**config.mk**
```make
export PLATFORM = sky130hd
export DESIGN_NAME = dual_timer
export DESIGN_NICKNAME = d
export VERILOG_FILES = /design/src/rtl/tmr_pkg.sv /design/src/rtl/tmr_prescale.sv /design/src/rtl/tmr_ext_sync.sv /design/src/rtl/tmr_channel.sv /design/src/rtl/dual_timer.sv
export SDC_FILE = /design/constraint.sdc
export NUM_CORES = 1
export LEC_CHECK = 0
export ABC_AREA = 1
export CAP_MARGIN = 40
export CORE_ASPECT_RATIO = 1.1
export CORE_MARGIN = 2
export CORE_UTILIZATION = 29
export CTS_CLUSTER_SIZE = 8
export DETAILED_ROUTE_END_ITERATION = 8
export PLACE_DENSITY = 0.43
export SETUP_SLACK_MARGIN = 0.4
export SLEW_MARGIN = 20
export SYNTH_ARGS = -nofsm -noshare
export SYNTH_HDL_FRONTEND = slang
export SYNTH_HIERARCHICAL = 1
export SYNTH_SLANG_ARGS = --single-unit
export TNS_END_PERCENT = 10
```
**constraint.sdc**
```tcl
create_clock -name clk -period 2.88 [get_ports clk]
set_input_delay 0.576 -clock clk [delete_from_list [all_inputs] [get_ports clk]]
set_output_delay 0.576 -clock clk [all_outputs]
set_load 0.01 [all_outputs]
```
**src/rtl/tmr_pkg.sv**
```systemverilog
package tmr_pkg;

    localparam int BUS_W   = 8;
    localparam int CNT_W   = 8;
    localparam int ADDR_W  = 4;
    localparam int OFF_W   = 3;
    localparam int NUM_CH  = 2;
    localparam int NUM_EVT = 3;

    localparam logic [OFF_W-1:0] OFF_CTRL  = 3'd0;
    localparam logic [OFF_W-1:0] OFF_COUNT = 3'd1;
    localparam logic [OFF_W-1:0] OFF_CMPA  = 3'd2;
    localparam logic [OFF_W-1:0] OFF_CMPB  = 3'd3;
    localparam logic [OFF_W-1:0] OFF_OCTL  = 3'd4;
    localparam logic [OFF_W-1:0] OFF_IEN   = 3'd5;
    localparam logic [OFF_W-1:0] OFF_FLAGS = 3'd6;
    localparam logic [ADDR_W-1:0] ADDR_STOP = 4'h7;

    typedef enum logic [2:0] {
        SRC_OFF     = 3'd0,
        SRC_DIV_LO  = 3'd1,
        SRC_DIV_MID = 3'd2,
        SRC_DIV_HI  = 3'd3,
        SRC_EXT     = 3'd4,
        SRC_CHAIN   = 3'd5
    } clk_src_e;

    typedef enum logic [1:0] {
        CLR_NONE    = 2'd0,
        CLR_MATCH_A = 2'd1,
        CLR_MATCH_B = 2'd2,
        CLR_EXT     = 2'd3
    } clr_sel_e;

    typedef enum logic [1:0] {
        EDGE_RISE = 2'd0,
        EDGE_FALL = 2'd1,
        EDGE_BOTH = 2'd2
    } edge_sel_e;

    typedef enum logic [1:0] {
        ACT_HOLD   = 2'd0,
        ACT_LOW    = 2'd1,
        ACT_HIGH   = 2'd2,
        ACT_TOGGLE = 2'd3
    } pin_act_e;

    // Packed so that bit 0 = match A, bit 1 = match B, bit 2 = overflow
    typedef struct packed {
        logic ovf;
        logic match_b;
        logic match_a;
    } tmr_evt_t;

    // Packed so that [2:0] = source, [4:3] = clear, [6:5] = edge
    typedef struct packed {
        edge_sel_e edge_sel;
        clr_sel_e  clr;
        clk_src_e  src;
    } ctrl_t;

    function automatic logic edge_hit(edge_sel_e sel, logic now, logic was);
        case (sel)
            EDGE_FALL: return !now && was;
            EDGE_BOTH: return now != was;
            default:   return now && !was;
        endcase
    endfunction

    function automatic logic apply_action(pin_act_e act, logic cur);
        case (act)
            ACT_LOW:    return 1'b0;
            ACT_HIGH:   return 1'b1;
            ACT_TOGGLE: return !cur;
            default:    return cur;
        endcase
    endfunction

endpackage

```
**src/rtl/tmr_prescale.sv**
```systemverilog
module tmr_prescale #(
    parameter int PRE_LO  = 8,
    parameter int PRE_MID = 64,
    parameter int PRE_HI  = 8192
) (
    input  logic clk,
    input  logic rst,
    input  logic run,
    output logic tick_lo,
    output logic tick_mid,
    output logic tick_hi
);
    localparam int LO_W  = $clog2(PRE_LO);
    localparam int MID_W = $clog2(PRE_MID);
    localparam int HI_W  = $clog2(PRE_HI);

    logic [HI_W-1:0] div_cnt;

    always_ff @(posedge clk) begin
        if (rst || !run) div_cnt <= '0;
        else             div_cnt <= div_cnt + 1'b1;
    end

    assign tick_lo  = run && (&div_cnt[LO_W-1:0]);
    assign tick_mid = run && (&div_cnt[MID_W-1:0]);
    assign tick_hi  = run && (&div_cnt[HI_W-1:0]);

    // the slower strobes always coincide with the faster ones
    assert_div_nested_R2: assert property (@(posedge clk) disable iff (rst)
        tick_hi |-> (tick_mid && tick_lo));

endmodule

```
**src/rtl/tmr_ext_sync.sv**
```systemverilog
module tmr_ext_sync #(
    parameter int STAGES = 2
) (
    input  logic clk,
    input  logic rst,
    input  logic din,
    output logic now,
    output logic was
);
    logic [STAGES-1:0] shift_q;

    always_ff @(posedge clk) begin
        if (rst) begin
            shift_q <= '0;
            was     <= 1'b0;
        end else begin
            shift_q <= {shift_q[STAGES-2:0], din};
            was     <= shift_q[STAGES-1];
        end
    end

    assign now = shift_q[STAGES-1];

endmodule

```
**src/rtl/tmr_channel.sv**
```systemverilog
module tmr_channel
    import tmr_pkg::*;
(
    input  logic             clk,
    input  logic             rst,
    input  logic             run,
    input  logic             tick_lo,
    input  logic             tick_mid,
    input  logic             tick_hi,
    input  logic             ext_now,
    input  logic             ext_was,
    input  logic             xrst_now,
    input  logic             xrst_was,
    input  logic             chain_tick,
    input  logic             wr_en,
    input  logic             rd_en,
    input  logic [OFF_W-1:0] off,
    input  logic [BUS_W-1:0] wdata,
    output logic [BUS_W-1:0] rdata,
    output tmr_evt_t         evt,
    output tmr_evt_t         evt_q,
    output logic             pin,
    output logic [NUM_EVT-1:0] irq
);
    ctrl_t              ctrl;
    logic [CNT_W-1:0]   cnt;
    logic [CNT_W-1:0]   cmp_a;
    logic [CNT_W-1:0]   cmp_b;
    pin_act_e           act_a;
    pin_act_e           act_b;
    logic [NUM_EVT-1:0] ien;
    logic [NUM_EVT-1:0] flags;
    logic [NUM_EVT-1:0] armed;

    logic               tick;
    logic               clear_now;
    logic               ext_clear;
    logic [CNT_W-1:0]   nxt;
    logic               cnt_wr;
    logic               oc_wr;
    logic               flag_wr;
    logic [NUM_EVT-1:0] evt_bits;

    assign cnt_wr  = wr_en && (off == OFF_COUNT);
    assign oc_wr   = wr_en && (off == OFF_OCTL);
    assign flag_wr = wr_en && (off == OFF_FLAGS);

    // Count source selection
    always_comb begin
        case (ctrl.src)
            SRC_DIV_LO:  tick = tick_lo;
            SRC_DIV_MID: tick = tick_mid;
            SRC_DIV_HI:  tick = tick_hi;
            SRC_EXT:     tick = edge_hit(ctrl.edge_sel, ext_now, ext_was);
            SRC_CHAIN:   tick = chain_tick;
            default:     tick = 1'b0;
        endcase
        tick = tick && run;
    end

    // Next value and events
    always_comb begin
        case (ctrl.clr)
            CLR_MATCH_A: clear_now = (cnt == cmp_a);
            CLR_MATCH_B: clear_now = (cnt == cmp_b);
            default:     clear_now = 1'b0;
        endcase
        nxt         = clear_now ? '0 : cnt + 1'b1;
        evt.match_a = tick && (nxt == cmp_a);
        evt.match_b = tick && (nxt == cmp_b);
        evt.ovf     = tick && !clear_now && (&cnt);
    end

    assign ext_clear = run && (ctrl.clr == CLR_EXT) && xrst_now && !xrst_was;
    assign evt_bits  = evt;

    // Configuration registers
    always_ff @(posedge clk) begin
        if (rst) begin
            ctrl  <= '0;
            cmp_a <= '1;
            cmp_b <= '1;
            act_a <= ACT_HOLD;
            act_b <= ACT_HOLD;
            ien   <= '0;
        end else if (wr_en) begin
            case (off)
                OFF_CTRL: ctrl  <= ctrl_t'(wdata[6:0]);
                OFF_CMPA: cmp_a <= wdata[CNT_W-1:0];
                OFF_CMPB: cmp_b <= wdata[CNT_W-1:0];
                OFF_OCTL: begin
                    act_a <= pin_act_e'(wdata[1:0]);
                    act_b <= pin_act_e'(wdata[3:2]);
                end
                OFF_IEN:  ien   <= wdata[NUM_EVT-1:0];
                default: ;
            endcase
        end
    end

    // Counter
    always_ff @(posedge clk) begin
        if (rst)            cnt <= '0;
        else if (cnt_wr)    cnt <= wdata[CNT_W-1:0];
        else if (ext_clear) cnt <= '0;
        else if (tick)      cnt <= nxt;
    end

    // Compare output pin, match A wins
    always_ff @(posedge clk) begin
        if (rst)              pin <= 1'b0;
        else if (oc_wr)       pin <= wdata[4];
        else if (evt.match_a) pin <= apply_action(act_a, pin);
        else if (evt.match_b) pin <= apply_action(act_b, pin);
    end

    // Flags with read-then-write-zero clearing
    always_ff @(posedge clk) begin
        if (rst) begin
            flags <= '0;
            armed <= '0;
        end else begin
            for (int i = 0; i < NUM_EVT; i++) begin
                if (evt_bits[i]) begin
                    flags[i] <= 1'b1;
                end else if (flag_wr && armed[i] && !wdata[i]) begin
                    flags[i] <= 1'b0;
                    armed[i] <= 1'b0;
                end else if (rd_en && (off == OFF_FLAGS) && flags[i]) begin
                    armed[i] <= 1'b1;
                end
            end
        end
    end

    always_ff @(posedge clk) begin
        if (rst) evt_q <= '0;
        else     evt_q <= evt;
    end

    assign irq = flags & ien;

    always_comb begin
        case (off)
            OFF_CTRL:  rdata = {1'b0, ctrl};
            OFF_COUNT: rdata = cnt;
            OFF_CMPA:  rdata = cmp_a;
            OFF_CMPB:  rdata = cmp_b;
            OFF_OCTL:  rdata = {3'b000, pin, act_b, act_a};
            OFF_IEN:   rdata = {{(BUS_W-NUM_EVT){1'b0}}, ien};
            OFF_FLAGS: rdata = {{(BUS_W-NUM_EVT){1'b0}}, flags};
            default:   rdata = '0;
        endcase
    end

    // a halted channel keeps its count
    assert_halt_holds_R1: assert property (@(posedge clk) disable iff (rst)
        !run |=> (cnt == $past(cnt)));

    // an overflow step lands on zero
    assert_ovf_wraps_R4: assert property (@(posedge clk) disable iff (rst)
        (evt.ovf && !cnt_wr && !ext_clear) |=> (cnt == '0));

    // clear on match A restarts from zero
    assert_clear_on_a_R5: assert property (@(posedge clk) disable iff (rst)
        (tick && ctrl.clr == CLR_MATCH_A && cnt == cmp_a && !cnt_wr && !ext_clear)
        |=> (cnt == '0));

    // a drive-high action on match A is visible next cycle
    assert_pin_high_on_a_R6: assert property (@(posedge clk) disable iff (rst)
        (evt.match_a && act_a == ACT_HIGH && !oc_wr) |=> pin);

    // every event leaves its flag set
    assert_flag_set_R7: assert property (@(posedge clk) disable iff (rst)
        (|evt_bits) |=> ((flags & $past(evt_bits)) == $past(evt_bits)));

endmodule

```
**src/rtl/dual_timer.sv**
```systemverilog
module dual_timer
    import tmr_pkg::*;
#(
    parameter int PRE_LO      = 8,
    parameter int PRE_MID     = 64,
    parameter int PRE_HI      = 8192,
    parameter int SYNC_STAGES = 2
) (
    input  logic              clk,
    input  logic              rst,
    input  logic [ADDR_W-1:0] bus_addr,
    input  logic              bus_wr,
    input  logic              bus_rd,
    input  logic [BUS_W-1:0]  bus_wdata,
    output logic [BUS_W-1:0]  bus_rdata,
    input  logic [NUM_CH-1:0] ext_clk_in,
    input  logic [NUM_CH-1:0] ext_rst_in,
    output logic [NUM_CH-1:0] tmr_out,
    output logic [NUM_CH-1:0] irq_match_a,
    output logic [NUM_CH-1:0] irq_match_b,
    output logic [NUM_CH-1:0] irq_ovf,
    output logic              conv_trig
);
    logic stopped;
    logic run;
    logic tick_lo, tick_mid, tick_hi;

    tmr_evt_t           evt   [NUM_CH];
    tmr_evt_t           evt_q [NUM_CH];
    logic [BUS_W-1:0]   ch_rdata [NUM_CH];
    logic [NUM_CH-1:0]  chain_tick;

    assign run = !stopped;

    always_ff @(posedge clk) begin
        if (rst)                                  stopped <= 1'b1;
        else if (bus_wr && bus_addr == ADDR_STOP) stopped <= bus_wdata[0];
    end

    tmr_prescale #(
        .PRE_LO (PRE_LO),
        .PRE_MID(PRE_MID),
        .PRE_HI (PRE_HI)
    ) u_pre (
        .clk     (clk),
        .rst     (rst),
        .run     (run),
        .tick_lo (tick_lo),
        .tick_mid(tick_mid),
        .tick_hi (tick_hi)
    );

    for (genvar c = 0; c < NUM_CH; c++) begin : g_ch
        logic ext_now, ext_was, xrst_now, xrst_was;
        logic [NUM_EVT-1:0] irq_bits;
        logic sel;

        assign sel = (bus_addr[ADDR_W-1] == c[0]);

        if (c == 0) begin : g_hi_byte
            assign chain_tick[c] = evt[1].ovf;
        end else begin : g_match_cnt
            assign chain_tick[c] = evt_q[0].match_a;
        end

        tmr_ext_sync #(.STAGES(SYNC_STAGES)) u_clk_sync (
            .clk(clk), .rst(rst), .din(ext_clk_in[c]), .now(ext_now), .was(ext_was)
        );

        tmr_ext_sync #(.STAGES(SYNC_STAGES)) u_rst_sync (
            .clk(clk), .rst(rst), .din(ext_rst_in[c]), .now(xrst_now), .was(xrst_was)
        );

        tmr_channel u_chan (
            .clk       (clk),
            .rst       (rst),
            .run       (run),
            .tick_lo   (tick_lo),
            .tick_mid  (tick_mid),
            .tick_hi   (tick_hi),
            .ext_now   (ext_now),
            .ext_was   (ext_was),
            .xrst_now  (xrst_now),
            .xrst_was  (xrst_was),
            .chain_tick(chain_tick[c]),
            .wr_en     (bus_wr && run && sel),
            .rd_en     (bus_rd && run && sel),
            .off       (bus_addr[OFF_W-1:0]),
            .wdata     (bus_wdata),
            .rdata     (ch_rdata[c]),
            .evt       (evt[c]),
            .evt_q     (evt_q[c]),
            .pin       (tmr_out[c]),
            .irq       (irq_bits)
        );

        assign irq_match_a[c] = irq_bits[0];
        assign irq_match_b[c] = irq_bits[1];
        assign irq_ovf[c]     = irq_bits[2];
    end

    assign conv_trig = evt_q[0].match_a;

    always_comb begin
        if (bus_addr == ADDR_STOP) bus_rdata = {{(BUS_W-1){1'b0}}, stopped};
        else if (stopped)          bus_rdata = '0;
        else                       bus_rdata = ch_rdata[bus_addr[ADDR_W-1]];
    end

    // each channel-0 match A is followed by a trigger pulse
    assert_trig_follows_R9: assert property (@(posedge clk) disable iff (rst)
        evt[0].match_a |=> conv_trig);

    // a stopped block produces no events
    assert_no_evt_stopped_R1: assert property (@(posedge clk) disable iff (rst)
        stopped |-> !(evt[0].match_a || evt[0].ovf || evt[1].match_a || evt[1].ovf));

endmodule

```
==> results by group <==
GRT
  • Initial antenna violation count: 0
  • GRT Total Usage: 0.206
  • Met3 Track Usage GR: 0.0309
  • Met2 Usage GRT: 0.360
  • Total grt overflow: 0
  • Most used routing layer in global routing: met2
  • Vias in the first global route: 7717
  • Global-route wire length before repair: 42.0 mm
  • Grt met1 use: 0.252
  • Largest net degree at the start of global routing: 38

Worst setup path
  • Critical path's top delay family: buffers and inverters
  • FF-to-FF path depth: 29
  • CP max FO: 3
  • Terminus of the critical flop-to-flop path: g_ch[1].u_chan/armed[1]
  • Worst Setup End Kind: flop
  • Worst r2r src: u_pre/div_cnt[0]
  • Kind of critical path: flop to flop
  • Critical path's largest stage delay: 0.35 ns
  • Worst EP arrival: 3.58 ns
  • Crit path buffers/inverters: 13
  • Max stage delay cell, worst path: dfxtp_2
  • Crit path launch type: flop
  • CP required: 3.19 ns
  • CP dominant cell by count: buf_4
  • Flop-to-flop setup slack: -0.39 ns

Final layout
  • Ant. Diodes: 0
  • Reg area: 2350 sq um
  • Layout Cells excl Fill: 1626
  • Share of layout cells above drive strength 1: 0.227
  • Nets@finish: 1342
  • Area grow syn2layout: 36.7%
  • Post-Route Utilization: 0.400
  • Multi-input logic area: 4370 sq um
  • FILL cells: 2711

Logic synthesis
  • Syn Nets: 1157
  • Gate count after technology mapping: 1115
  • Synthesized area: 7330 sq um
  • Yosys warnings: 6
  • Avg Cell Area, Syn: 6.57 sq um

Run
  • Max Cap Viol: 0

Timing
  • Max-slew violations: 0
  • Clock Skew: 0.0102 ns
  • PnR worst setup slack: -0.388 ns
  • Hold Vio Cnt, Final: 0
  • Setup TNS Final: -4.65 ns
  • RSZ-0062 raised after global routing: true
  • Minimum clock period: 3.27 ns
  • Slew HR: 0.487
  • Number of setup violations in the final report: 22
  • Crit share post-route: 1.13
  • Max Freq: 306 MHz
  • Fin Hold WS: 0.403 ns
  • Worst slew pin tran: 0.768 ns

Run status
  • Outcome: complete, but fails checks
  • Failing checks: negative setup slack

Power and ir drop
  • PwrDens: 423 nW/um^2
  • Overall Power: 0.00424 W
  • Worst vdd rail ir drop: 288 uV
  • Leakage: 4.47 nW

Drt
  • Via count: 7788
  • Wire per inst: 16.3 um
  • Drt drc: 0
  • DRT Pass-1 Iters: 5
  • Detailed Route WL: 26.6 mm
  • Antenna-violating nets left: 0
  • Vias per cell: 4.79
  • DR iter-0 viols: 443

Floorplanning
  • Core box area: 25000 sq um
  • Site row count: 61
  • Die width: 156 um
  • Io pins: 37
  • Die area: 26600 sq um
  • Die Y: 171 um
  • Initial core utilization: 0.293

Clock network
  • Max Buffers Root-to-Sink: 2
  • H-tree depth: 4
  • CTS Root Cell: clkbuf_16
  • Worst skew pair latency: 0.42 ns
  • Hold_buf cts: 0
  • CTS tree: built
  • Clk pin slew, worst setup/hold paths: 0.06 ns
  • Num CTS Buffers: 17
  • CTS Sinks: 117

Worst hold path
  • Hold Path Depth: 2
  • Hold Crit Endpoint: g_ch[1].u_clk_sync/shift_q[1]
  • Hold WC Path Type: flop to flop
  • Hold path start: g_ch[1].u_clk_sync/shift_q[0]

Placed design
  • IO Port Bufs: 36
  • Placed Cells: 1567
  • Dpl hpwl: 20.6 mm
  • Routability Congestion: 0.881
[cells in the final DEF (no fill, tap or decap), drive strengths merged]
master           n
a21oi           65
nor2           112
xor2            24
clkdlybuf4s50   25
nor4             1
buf            161
bufinv           5
o2111ai          1
nor3            17
xnor2            2
dfxtp          117
clkinvlp         1
o211ai          21
a221oi           8
o22ai           13
inv            177
clkinv          10
a21o             1
o21a             1
a31oi           17
clkdlybuf4s15    2
nand4            5
clkbuf          19
o221ai           9
dlygate4sd2      3
nand2          289
nand3           90
o31ai            2
or2              1
o21ai           83
nand3b           4
a211oi           2
ha              22
nor3b            1
[power by group]
part | total (W) | internal [W] | switching (W)
registers | 0.00163 | 0.00163 | 0.00000437
clock network | 0.00233 | 0.00154 | 0.000791
logic | 0.000273 | 0.000111 | 0.000163
total | 0.00424 | 0.00328 | 0.000958
[routing by layer]
layer	part of all wire	vias to the layer above	wire (um)
li1	-	4007	-
met1	0.45	3581	11800
met2	0.49	158	12900
met3	0.031	42	833
met4	0.036	0	962
met5	0	-	0
[stage by stage]
stage                     cell area (sq um)  setup slack, ns
final                                 10000           -0.388
after global routing                  10000           -0.668
after CTS                              9880           -0.383
after detailed placement               8910           -0.694
after global placement                 8910           -0.682
after floorplan                        7330          -0.0713
[how the worst max path moves through the flow]
stage                     start  depth (start not counted)                      end
2_1_floorplan  u_pre/div_cnt[0]                         26       g_ch[0].u_chan/pin
3_3_place_gp        bus_addr[0]                         12             bus_rdata[2]
3_5_place_dp        bus_addr[1]                         11             bus_rdata[2]
4_1_cts        u_pre/div_cnt[1]                         27       g_ch[0].u_chan/pin
5_1_grt        u_pre/div_cnt[1]                         27       g_ch[0].u_chan/pin
6_report       u_pre/div_cnt[0]                         29  g_ch[1].u_chan/armed[1]
[state kept, by name, summed over array words and instances (netlist names), 6 cells and up]
signal             cells
g_ch.u_chan/cnt       16
g_ch.u_chan/ien        6
g_ch.u_chan/flags      6
u_pre/div_cnt         13
g_ch.u_chan/cmp_a     16
g_ch.u_chan/ctrl      14
g_ch.u_chan/armed      6
g_ch.u_chan/cmp_b     16
[layout make-up]
class | count | area share
Sequential cell | 117 | 0.234
Inverter | 182 | 0.0700
Multi-Input combinational cell | 791 | 0.436
Clock buffer | 19 | 0.0442
Timing Repair Buffer | 191 | 0.158
Clock inverter | 11 | 0.0182
Tap cell | 315 | 0.0394
[repair_timing]
| item | CTS | global route |
|---|---|---|
| buffers inserted | 25 | 4 |
| gates resized for setup | 90 | 35 |
| pin swaps | 23 | 22 |
| endpoints found under the setup margin | 29 | 36 |
[worst register-to-register path, delay by kind of cell (launching register included)]
| family | cells | cell delay [ns] |
|---|---|---|
| AND/OR/NAND/NOR | 13 | 1.16 |
| AO/OA/AOI/OAI | 2 | 0.22 |
| adder cells (fa/ha/maj) | 1 | 0.16 |
| flip-flops | 1 | 0.35 |
| buffers and inverters | 13 | 1.24 |
No activity file was read; power rests on OpenSTA's default activity.
